<file path="src/rtl/adc_cfg_pkg.sv">
package adc_cfg_pkg;

  localparam int CFG_W  = 8;
  localparam int RATE_W = 2;

  // Bit order matters: software decodes ready at bit 7 and mode at bit 4.
  typedef struct packed {
    logic              rdy;
    logic [1:0]        aux_hi;
    logic              cont;
    logic [RATE_W-1:0] rate;
    logic [1:0]        aux_lo;
  } cfg_byte_t;

  localparam cfg_byte_t CFG_RESET = '{rdy: 1'b1, aux_hi: 2'b00, cont: 1'b1,
                                      rate: '0, aux_lo: 2'b00};

endpackage

</file>
<file path="src/rtl/adc_rate_timer.sv">
module adc_rate_timer #(
  parameter int BASE_CYCLES = 8,
  parameter int RATE_SHIFT  = 1,
  parameter int RATE_W      = 2
) (
  input  logic              clk,
  input  logic              rst,
  input  logic              run_i,
  input  logic              restart_i,
  input  logic [RATE_W-1:0] rate_i,
  output logic              done_o
);

  localparam int N_RATES = 2 ** RATE_W;
  localparam int MAX_P   = BASE_CYCLES << (RATE_SHIFT * (N_RATES - 1));
  localparam int CNT_W   = $clog2(MAX_P);

  logic [CNT_W-1:0] last_tbl [N_RATES];
  logic [CNT_W-1:0] cnt_q;

  genvar g;
  generate
    for (g = 0; g < N_RATES; g++) begin : g_period
      assign last_tbl[g] = CNT_W'((BASE_CYCLES << (RATE_SHIFT * g)) - 1);
    end
  endgenerate

  // >= so a mid-conversion rate change to a shorter period still ends.
  assign done_o = run_i && !restart_i && (cnt_q >= last_tbl[rate_i]);

  always_ff @(posedge clk) begin
    if (rst || !run_i || restart_i || done_o) cnt_q <= '0;
    else                                      cnt_q <= cnt_q + CNT_W'(1);
  end

endmodule

</file>
<file path="src/rtl/adc_mode_ctrl.sv">
module adc_mode_ctrl
  import adc_cfg_pkg::*;
(
  input  logic      clk,
  input  logic      rst,
  input  logic      wr_i,
  input  cfg_byte_t wdata_i,
  input  logic      rd_i,
  input  logic      done_i,
  output cfg_byte_t cfg_o,
  output logic      run_o,
  output logic      restart_o
);

  cfg_byte_t cfg_q;
  logic      run_q;
  logic      start_cont, start_once, hold_write;

  assign start_cont = wr_i && wdata_i.cont;
  assign start_once = wr_i && !wdata_i.cont && wdata_i.rdy;
  assign hold_write = wr_i && !wdata_i.cont && !wdata_i.rdy;
  assign restart_o  = start_cont || start_once;

  always_ff @(posedge clk) begin
    if (rst) begin
      cfg_q <= CFG_RESET;
      run_q <= 1'b1;
    end else begin
      if (wr_i) begin
        cfg_q.aux_hi <= wdata_i.aux_hi;
        cfg_q.cont   <= wdata_i.cont;
        cfg_q.rate   <= wdata_i.rate;
        cfg_q.aux_lo <= wdata_i.aux_lo;
      end

      // Ready: one-shot start > completion > consuming read.
      if (start_once)             cfg_q.rdy <= 1'b1;
      else if (done_i)            cfg_q.rdy <= 1'b0;
      else if (rd_i && cfg_q.cont) cfg_q.rdy <= 1'b1;

      if (restart_o)              run_q <= 1'b1;
      else if (hold_write)        run_q <= run_q && !cfg_q.cont && !done_i;
      else if (done_i && !cfg_q.cont) run_q <= 1'b0;
    end
  end

  assign cfg_o = cfg_q;
  assign run_o = run_q;

endmodule

</file>
<file path="src/rtl/adc_result_reg.sv">
module adc_result_reg #(
  parameter int DATA_W = 18
) (
  input  logic              clk,
  input  logic              rst,
  input  logic              done_i,
  output logic [DATA_W-1:0] result_o
);

  logic [DATA_W-1:0] res_q;

  always_ff @(posedge clk) begin
    if (rst)         res_q <= '0;
    else if (done_i) res_q <= res_q + DATA_W'(1);
  end

  assign result_o = res_q;

endmodule

</file>
<file path="src/rtl/adc_ready_ctrl.sv">
module adc_ready_ctrl
  import adc_cfg_pkg::*;
#(
  parameter int DATA_W      = 18,
  parameter int BASE_CYCLES = 8,
  parameter int RATE_SHIFT  = 1
) (
  input  logic              clk,
  input  logic              rst,
  input  logic              cfg_wr,
  input  logic [7:0]        cfg_wdata,
  input  logic              rd_done,
  output logic [DATA_W-1:0] result_out,
  output logic [7:0]        cfg_rdata
);

  cfg_byte_t cfg_q;
  logic      conv_run, conv_restart, conv_done;

  adc_mode_ctrl u_ctrl (
    .clk       (clk),
    .rst       (rst),
    .wr_i      (cfg_wr),
    .wdata_i   (cfg_byte_t'(cfg_wdata)),
    .rd_i      (rd_done),
    .done_i    (conv_done),
    .cfg_o     (cfg_q),
    .run_o     (conv_run),
    .restart_o (conv_restart)
  );

  adc_rate_timer #(
    .BASE_CYCLES (BASE_CYCLES),
    .RATE_SHIFT  (RATE_SHIFT),
    .RATE_W      (RATE_W)
  ) u_timer (
    .clk       (clk),
    .rst       (rst),
    .run_i     (conv_run),
    .restart_i (conv_restart),
    .rate_i    (cfg_q.rate),
    .done_o    (conv_done)
  );

  adc_result_reg #(.DATA_W(DATA_W)) u_result (
    .clk      (clk),
    .rst      (rst),
    .done_i   (conv_done),
    .result_o (result_out)
  );

  assign cfg_rdata = cfg_q;

endmodule

</file>
<file path="config.mk">
export PLATFORM = sky130hd
export DESIGN_NAME = adc_ready_ctrl
export DESIGN_NICKNAME = d
export VERILOG_FILES = /design/src/rtl/adc_cfg_pkg.sv /design/src/rtl/adc_rate_timer.sv /design/src/rtl/adc_mode_ctrl.sv /design/src/rtl/adc_result_reg.sv /design/src/rtl/adc_ready_ctrl.sv
export SDC_FILE = /design/constraint.sdc
export NUM_CORES = 1
export LEC_CHECK = 0
export ABC_AREA = 1
export ABC_CLOCK_PERIOD_IN_PS = 1650
export BUFFER_PORTS_ARGS = -buffer_cell sky130_fd_sc_hd__buf_4
export CELL_PAD_IN_SITES_DETAIL_PLACEMENT = 1
export CELL_PAD_IN_SITES_GLOBAL_PLACEMENT = 1
export CORE_MARGIN = 5
export CORE_UTILIZATION = 34
export DETAILED_ROUTE_END_ITERATION = 12
export PLACE_DENSITY_LB_ADDON = 0.2
export SYNTH_ARGS = -nofsm -noshare
export SYNTH_HDL_FRONTEND = slang
export SYNTH_SLANG_ARGS = --single-unit
export TNS_END_PERCENT = 1
</file>
<file path="constraint.sdc">
create_clock -name clk -period 1.65 [get_ports clk]
set_clock_uncertainty 0.2 [all_clocks]
set_input_delay 0.2475 -clock clk [delete_from_list [all_inputs] [get_ports clk]]
set_output_delay 0.2475 -clock clk [all_outputs]
set_load 0.01 [all_outputs]
</file>
Yosys cells after proc, flatten, opt, wreduce, memory -nomap -nowiden

Index checks and enable logic that the tools add are counted.

Add/subtract/negate cells: 2
$lt $le $gt $ge: 2
Mux-type cells: 7
Bitwise operators: 1
Reductions and logical operators: 24

Operators by type and width:

| cell                                                            | count |
|---|---|
| 18-bit by 1-bit adder with 18-bit output, second input constant | 1 |
| 6-bit binary-select mux with 2-bit select                       | 1 |
| 6-bit two-way mux                                               | 2 |
| 1-bit logical AND                                               | 10 |
| 6-bit by 1-bit adder with 6-bit output, second input constant   | 1 |
| 6-bit greater-or-equal comparator                               | 1 |
| 1-bit logical NOT                                               | 6 |
| 1-bit logical OR                                                | 4 |
| 1-bit two-way mux                                               | 4 |
| 2-bit nonzero test                                              | 2 |
| 2-bit OR reduction                                              | 2 |
| 3-bit greater-or-equal comparator, second input constant        | 1 |
| 2-bit inverter with 3-bit output                                | 1 |

Register bits: 33
Input bits: 12
Word-level logic and storage cells: 44

Logic depth before layout (Yosys ltp)

Gate-level depths: netlist of the first run.

Word-level depth: 10
Mapped depth: 11

Hierarchy

A second synthesis of the first run with hierarchy kept.

Cells, all modules: 241
Area total of the unflattened synthesis: 1660.3 µm²

Modules (own cells, without submodules):

| module         | instances | cells each | area each (µm²) | sequential area each (µm²) |
|---|---|---|---|---|
| adc_result_reg | 1         | 140        | 927.1           | 360.3 |
| adc_mode_ctrl  | 1         | 53         | 381.6           | 180.2 |
| adc_rate_timer | 1         | 48         | 351.6           | 120.1 |

Least setup slack after synthesis of the first run

Ideal clock, no wire load.

Path type: register -> register
Start point: reg, netlist name u_ctrl.cfg_o[3]
End point: reg u_result.res_q[3], in the netlist u_result.result_o[3]
Arrival: 1.490 ns
Data required time: 1.334 ns
Slack: -0.156 ns
Stages on the path, launching flop included: 10
Buffers on the path: 0
Clock period less this slack: 1.806 ns
Path through: dfxtp_1 -> nand2_1 -> ha_1 -> nand2_1 -> nor2_2 -> nand2_2 -> a21oi_4 -> nand2_1 -> o21ai_0 -> nor2_1

Word-level cells in the longest chain between the ends: 6

Ends and longest elaborated chain:

| element                                                | RTL line             | source |
|---|---|---|
| 2-bit inverter with 3-bit output (implied by the code) | adc_rate_timer.sv:29 | `assign done_o = run_i && !restart_i && (cnt_q >= last_tbl[rate_i]);` |
| 6-bit binary-select mux with 2-bit select              | adc_rate_timer.sv:29 |  |
| 6-bit two-way mux (implied by the code) (2 in a row)   | adc_rate_timer.sv:29 |  |
| 6-bit greater-or-equal comparator                      | adc_rate_timer.sv:29 |  |
| 1-bit logical AND                                      | adc_rate_timer.sv:29 |  |
| end signal, assigned                                   | adc_result_reg.sv:14 | `else if (done_i) res_q <= res_q + DATA_W'(1);` |
| end, declared                                          | adc_result_reg.sv:10 | `logic [DATA_W-1:0] res_q;` |

Every way passes these cells. The select of a mux whose other input is x is not followed.
A chain may end at the register's enable or synchronous reset.

Worst setup path after layout of the first run

Start point: reg, netlist name u_ctrl.cfg_o[3]
End point: reg u_result.res_q[4], in the netlist u_result.result_o[4]

Word-level cells in the longest chain between the ends: 6

Ends and longest elaborated chain:

| element                                                | RTL line |
|---|---|
| 2-bit inverter with 3-bit output (implied by the code) | adc_rate_timer.sv:29 |
| 6-bit binary-select mux with 2-bit select              | adc_rate_timer.sv:29 |
| 6-bit two-way mux (implied by the code) (2 in a row)   | adc_rate_timer.sv:29 |
| 6-bit greater-or-equal comparator                      | adc_rate_timer.sv:29 |
| 1-bit logical AND                                      | adc_rate_timer.sv:29 |

Every way passes these cells. The select of a mux whose other input is x is not followed.

==> summary.md, run 1 <==
| Metric | Value |
|---|---|
| Failing checks | `setup timing` |
| Yosys top cell area share | `38.0%` |
| Initial Utilization | `34.4%` |
| Placement Cell Area | `2250 um^2` |
| Antenna violations before repair | `0` |
| Maximum VDD drop | `0.546 mV` |
| Arr. time, crit path | `1.79 ns` |
| DR iter-0 viols | `53` |
| Largest net degree at the start of global routing | `14` |
| Worst-path clk slew | `0.07 ns` |
| Vias in the first global route | `1845` |
| Number of I/O pins | `38` |
| Sw Share | `21.9%` |
| Die area | `6640 um^2` |
| Setup TNS | `-2.85 ns` |
| Multi-input logic area | `1060 um^2` |
| CTS tree | `done` |
| Initial DRT Pass Iterations | `4` |
| Crit path capture type | `flop` |
| Die H | `81.5 um` |
| Hold Path Class | `in2reg` |
| Yosys Warn Count | `0` |
| Internal | `1.38 mW` |
| CTS max path bufs | `2` |
| Clock power share | `44.8%` |
| Pwr dens | `675 nW/um^2` |
| Storage element area | `666 um^2` |
| Worst path required time | `1.63 ns` |
| Achievable frequency | `552 MHz` |
| #FFs+latches synth | `33` |
| FILL cells | `626` |
| Die span in x | `81.5 um` |
| Worst-margin pin slew | `0.297 ns` |
| Worst setup path category | `reg2reg` |
| Max Cap Viol | `0` |
| Core Area | `5040 um^2` |
| Critical path peak fanout | `8` |
| Num rows | `26` |
| Antenna viol nets, final | `0` |
| Slew Limit Fails | `0` |
| Met1 wire length | `2360 um` |
| Layout cells sized above 1 | `37.6%` |
| CTS H-tree lvls | `2` |
| Post-Syn Nets | `263` |
| First-pass GRT wire length | `8720 um` |
| Period utilization | `110%` |
| Nets | `335` |
| GRT overflow | `0` |
| Mapped Area | `1740 um^2` |
| HPWL Detailed | `3700 um` |
| Diodes inserted | `0` |
| Layout Cells excl Fill | `389` |
| Seq pwr share | `46.7%` |
| Routability cong. | `0.721` |
| Vias per cell | `4.66` |
| Syn Area/Cell | `7.06 um^2` |
| Total power | `1.76 mW` |
| DRC errors left | `0` |
| Post-Layout Inst Area | `2610 um^2` |
| Mapped Cells | `246` |
| Post-synthesis cell type count | `29` |
| Vias post-DR | `1814` |
| Clk Latency, worst-skew pair | `0.29 ns` |
| Minimum clock period | `1.81 ns` |
| RSZ-0062 raised after global routing | `yes` |
| Tot GR Track Use | `17.4%` |
| Final worst slack | `-0.161 ns` |
| Clock root buffer | `clkbuf_8` |
| Port Buf Inserts | `37` |
| Yosys top cell by area | `dfxtp_1` |
| Psw | `0.386 mW` |
| Sequential share of the synthesized area | `38.0%` |
| Metal2 WL | `2550 um` |
| WL final | `5190 um` |
| Max-slew headroom | `80.1%` |
| Status | `finished with violations` |
| Critical path startpoint category | `flop` |
| Num CTS Buffers | `5` |
| Area Growth Syn to Fin | `50.5%` |
| Routed wl met3 | `198 um` |
| Post-route core utilization | `51.8%` |
| DR top layer | `met4` |
| Placed insts | `372` |
| Pleak | `1.10 nW` |
| Largest cells by area after synthesis | `dfxtp_1 (38%), nand2_1 (14%), nor2_1 (8.0%)` |
| Clk sinks | `33` |
| Final setup fails | `26` |
| Fin. Hold Viols | `0` |
| Gate power share | `8.5%` |
| Mean routed wirelength per cell | `13.3 um` |
[path summary, 6_finish.rpt]
kind         cells after the start              endpoint  slack, ns            start
max                             10  u_result.result_o[4]      -0.16  u_ctrl.cfg_o[3]
min                              3          u_ctrl.run_o       0.03     cfg_wdata[7]
max reg2reg                     10  u_result.result_o[4]      -0.16  u_ctrl.cfg_o[3]
min reg2reg                      2       u_ctrl.cfg_o[1]       0.31  u_ctrl.cfg_o[1]
[layout by cell type (no fill, tap or decap), drive strengths merged]
master / instances
clkbuf: 7
nand4: 4
o21ai: 15
nand3b: 1
buf: 64
o31ai: 1
nand2: 73
nand3: 10
nor3: 3
xnor2: 3
and3: 1
dlygate4sd3: 6
inv: 23
dfxtp: 33
a21oi: 20
o21bai: 1
clkinv: 1
ha: 5
o211ai: 1
xor2: 2
nor3b: 1
nor2: 43
bufinv: 1
[layout make-up]
type / instances / area share, %
Multi-Input combinational cell: 184 / 40.4
Sequential cell: 33 / 25.5
Timing Repair Buffer: 70 / 22.8
Inverter: 24 / 3.45
Tap cell: 70 / 3.35
Clock buffer: 7 / 3.30
Clock inverter: 1 / 1.15
[per-stage QoR]
step	hold WS [ns]	setup slack, ns
floorplan	0.110	-0.102
global placement	0.278	-0.164
detailed placement	0.283	-0.197
CTS	0.0144	-0.158
global route	0.0358	-0.268
finish	0.0282	-0.161
[registers in the layout (all words and copies together), names as in the netlist]
signal             flops
u_ctrl.cfg_o           8
u_timer.cnt_q          6
u_ctrl.run_o           1
u_result.result_o     18
[synth_stat cells]
master and n:
nand3_2 1, and3_1 1, buf_8 1, nand3_1 9, nor2_1 37, o21ai_2 1, o31ai_1 1, nor3b_2 1
clkbuf_1 2, nand2_2 5, nand2_4 1, dfxtp_1 33, nand3b_1 1, nand2_1 67, ha_1 5, buf_6 2
o21bai_1 1, clkinv_1 1, a21oi_2 8, o21ai_0 14, nand4_1 4, xor2_1 2, nor2_2 6, a21oi_1 11
inv_1 23, nor3_1 3, o211ai_1 1, a21oi_4 1, xnor2_1 3
[layer usage]
metal | up-vias | track usage, %
met5 | - | 0
met4 | 0 | 6.08
met3 | 6 | 3.95
met2 | 26 | 30.5
met1 | 850 | 20.6
li1 | 932 | -
[what timing repair did]
item	4_1_cts	5_1_grt
pin swaps	8	2
resized for setup	24	12
buffers inserted	2	0
endpoints found under the setup margin	26	26
hold buffers	6	0
cloned	1	0
endpoints found under the hold margin	6	0
[power groups by stage]
stage	logic (mW)	clock network, mW	registers, mW
final	0.150	0.790	0.824
after global routing	0.167	0.864	0.826
after CTS	0.145	0.829	0.825
after detailed placement	0.125	0	0.842
after global placement	0.124	0	0.841
after floorplan	0.0576	0	0.847
[cell families after synthesis]
| group | share of synthesized area (%) |
|---|---|
| AOI/OAI and AO/OA | 14.0 |
| xor gates and xnor gates | 2.52 |
| adders and majority gates | 3.60 |
| buffers and inverters | 7.78 |
| DFF | 38.0 |
| and+or+nand+nor | 34.1 |
[worst max-delay path: stages (launching register included)]
cell     delay (ns)
dfxtp_4        0.36
nor2_1         0.05
ha_1           0.27
inv_1          0.06
nor2_4         0.10
nand2_2        0.08
a21oi_4        0.24
buf_6          0.18
nand3_2        0.06
nand2_1        0.07
a21oi_2        0.03
Note: power is estimated with default switching activity, not from simulation.
==> run 2: changes to the inputs <==
ABC_AREA = default   (was 1)
CORE_UTILIZATION = 35   (was 34)
==> run 2 against run 1 <==
  * The flow still finishes with violations (setup timing)
  * Die area shrank 9.4%
  * Cell count is 20% lower
  * First-iteration DRC count shrank 3.8%
  * Maximum frequency fell by 15%
  * Global-route usage increased by 2.0 points
  * Critical endpoint is now u_result.result_o[9]
  * Largest power group unchanged
==> summary.md, run 2 <==
| Metric | Value |
|---|---|
| Grt met3 use | `4.86%` |
| Vias post-DR | `1760` |
| Fin. Hold Viols | `0` |
| Achievable frequency | `471 MHz` |
| Max FFs per register | `18` |
| Met2 usage | `37.1%` |
| Initial DRT Pass Iterations | `4` |
| Failing checks | `setup timing` |
| Layout Cells excl Fill | `313` |
| Sequential share of the synthesized area | `41.3%` |
| Syn Area/Cell | `9.03 um^2` |
| Clk sinks | `33` |
| Num CTS Buffers | `5` |
| Mapped Cells | `177` |
| Largest cells by area after synthesis | `dfxtp_1 (41%), or4_1 (7.0%), o31ai_1 (6.1%)` |
| CTS max path bufs | `2` |
| HPWL Detailed | `3890 um` |
| Main synth FF type | `dfxtp_1` |
| Pwr dens | `601 nW/um^2` |
| Worst-path clk slew | `0.06 ns` |
| Met1 Track Usage GR | `18.8%` |
| Crit path capture type | `flop` |
| Arr. time, crit path | `2.14 ns` |
| Most frequent cells in the layout | `buf_4 (80), dfxtp_1 (21), nor2_1 (14)` |
| Vias in the first global route | `1977` |
| Num rows | `24` |
| #FFs+latches synth | `33` |
| Final worst slack | `-0.474 ns` |
| Nets | `277` |
| Maximum VDD drop | `0.458 mV` |
| Mean routed wirelength per cell | `19.1 um` |
| Max-slew headroom | `68.2%` |
| Placement Cell Area | `2320 um^2` |
| Yosys top cell by area | `dfxtp_1` |
| WL final | `5970 um` |
| Placement Setup Slack | `-0.572 ns` |
| Critical path startpoint category | `flop` |
| CTS H-tree lvls | `2` |
| Die span in x | `77.6 um` |
| Worst setup path category | `reg2reg` |
| Commonest non-fill, non-tap cell in the layout | `buf_4` |
| Die H | `77.6 um` |
| Top cells by count, synth | `dfxtp_1 (33), a21oi_1 (17), nor2_1 (16)` |
| DRC errors left | `0` |
| Post-Layout Inst Area | `2700 um^2` |
| Yosys Warn Count | `0` |
| Mapped Area | `1600 um^2` |
| Hold Path Class | `in2reg` |
| Antenna viol nets, final | `0` |
| Layout cells sized above 1 | `55.9%` |
| Critical path peak fanout | `10` |
| Vias per cell | `5.62` |
| Antenna violations before repair | `0` |
| Slew Limit Fails | `0` |
| CTS tree | `done` |
| Flop2flop setup slack | `-0.47 ns` |
| DR iter-0 viols | `51` |
| Clk Latency, worst-skew pair | `0.29 ns` |
| Ys async rst share | `0%` |
| Clock root buffer | `clkbuf_8` |
| Placed insts | `296` |
| Period utilization | `129%` |
| Top-count cell post-synth | `dfxtp_1` |
| Largest net degree at the start of global routing | `21` |
| Most used routing layer | `met2` |
| Tot GR Track Use | `19.3%` |
| Diodes inserted | `0` |
| First-pass GRT wire length | `9300 um` |
| Die area | `6020 um^2` |
| Core Area | `4380 um^2` |
| Initial Utilization | `36.4%` |
| Yosys top cell area share | `41.3%` |
| Final setup fails | `26` |
| Post-Syn Nets | `194` |
| Pleak | `1.08 nW` |
| Minimum clock period | `2.12 ns` |
| Status | `finished with violations` |
| Area Growth Syn to Fin | `68.8%` |
| Post-synthesis cell type count | `36` |
| Worst-margin pin slew | `0.476 ns` |
| RSZ-0062 raised after global routing | `yes` |
| Port Buf Inserts | `37` |
| Total power | `1.62 mW` |
| Routability cong. | `0.756` |
| Number of I/O pins | `38` |
| GRT overflow | `0` |
| Number of synthesized flops with an enable pin | `0` |
| Max Cap Viol | `0` |
| Worst path required time | `1.67 ns` |
==> run 2: cell types whose count changed after synthesis, sizes merged, moves of 6 or more <==
cell	before	now
inv	23	7
or4	0	15
o21ai	15	4
nand2	73	10
mux2i	0	6
o31ai	1	13
nor2	43	16
==> run 2: worst paths after layout <==
check / end / cells past startpoint / start
max: u_result.result_o[9] / 7 / u_ctrl.cfg_o[3]
min reg2reg: u_ctrl.cfg_o[5] / 2 / u_ctrl.cfg_o[5]
max reg2reg: u_result.result_o[9] / 7 / u_ctrl.cfg_o[3]
min: u_ctrl.cfg_o[3] / 3 / cfg_wdata[3]
==> run 2: power by group <==
group	switching, mW	internal (mW)
clock	0.296	0.340
sequential	0.0123	0.805
combinational	0.0820	0.0840
total	0.391	1.23
==> run 2: cell families after synthesis <==
group | after synthesis | synth area share [%]
multiplexers | 8 | 5.17
AO/OA/AOI/OAI | 40 | 16.5
adder cells (fa/ha/maj) | 5 | 3.92
buffers and inverters | 18 | 5.72
AND/OR/NAND/NOR | 69 | 25.1
XOR/XNOR | 4 | 2.19
flip-flops | 33 | 41.3
==> run 2: timing repair <==
action / CTS / global route
hold endpoints to repair: 3 / 0
gates cloned: 1 / 0
setup endpoints to repair: 26 / 26
gates resized for setup: 19 / 22
hold buffers: 3 / 0
pin swaps: 11 / 7
setup buffers: 5 / 0
==> run 2: through the flow <==
step,hold slack [ns],utilization [%],setup TNS [ns]
5_1_grt,0.0305,61.5,-11.63
4_1_cts,0.00212,59.3,-10.10
2_1_floorplan,0.183,-,-6.39
6_report,0.0110,61.5,-9.96
3_5_place_dp,0.289,52.8,-9.96
3_3_place_gp,0.277,52.8,-7.20
==> run 2: layout make-up <==
class	count	area, um^2
fillers	495	1690
repair buffers	87	713
inverters	7	26.3
well taps	52	65.1
multi-input cells	126	1110
clock buffers	8	90.1
flip-flops and latches	33	688
==> run 2: worst max-delay path, cell delays in order, from the launching register on <==
cell and delay, ns:
dfxtp_4 0.38, nor2_2 0.05, ha_1 0.29, nand3_2 0.12, o2bb2ai_4 0.20, buf_12 0.17
or4_1 0.52, a21oi_2 0.13
==> run 2: layer usage <==
metal	up-vias	wire (um)
li1	814	-
met1	873	2230
met2	55	3250
met3	18	297
met4	0	187
met5	-	0
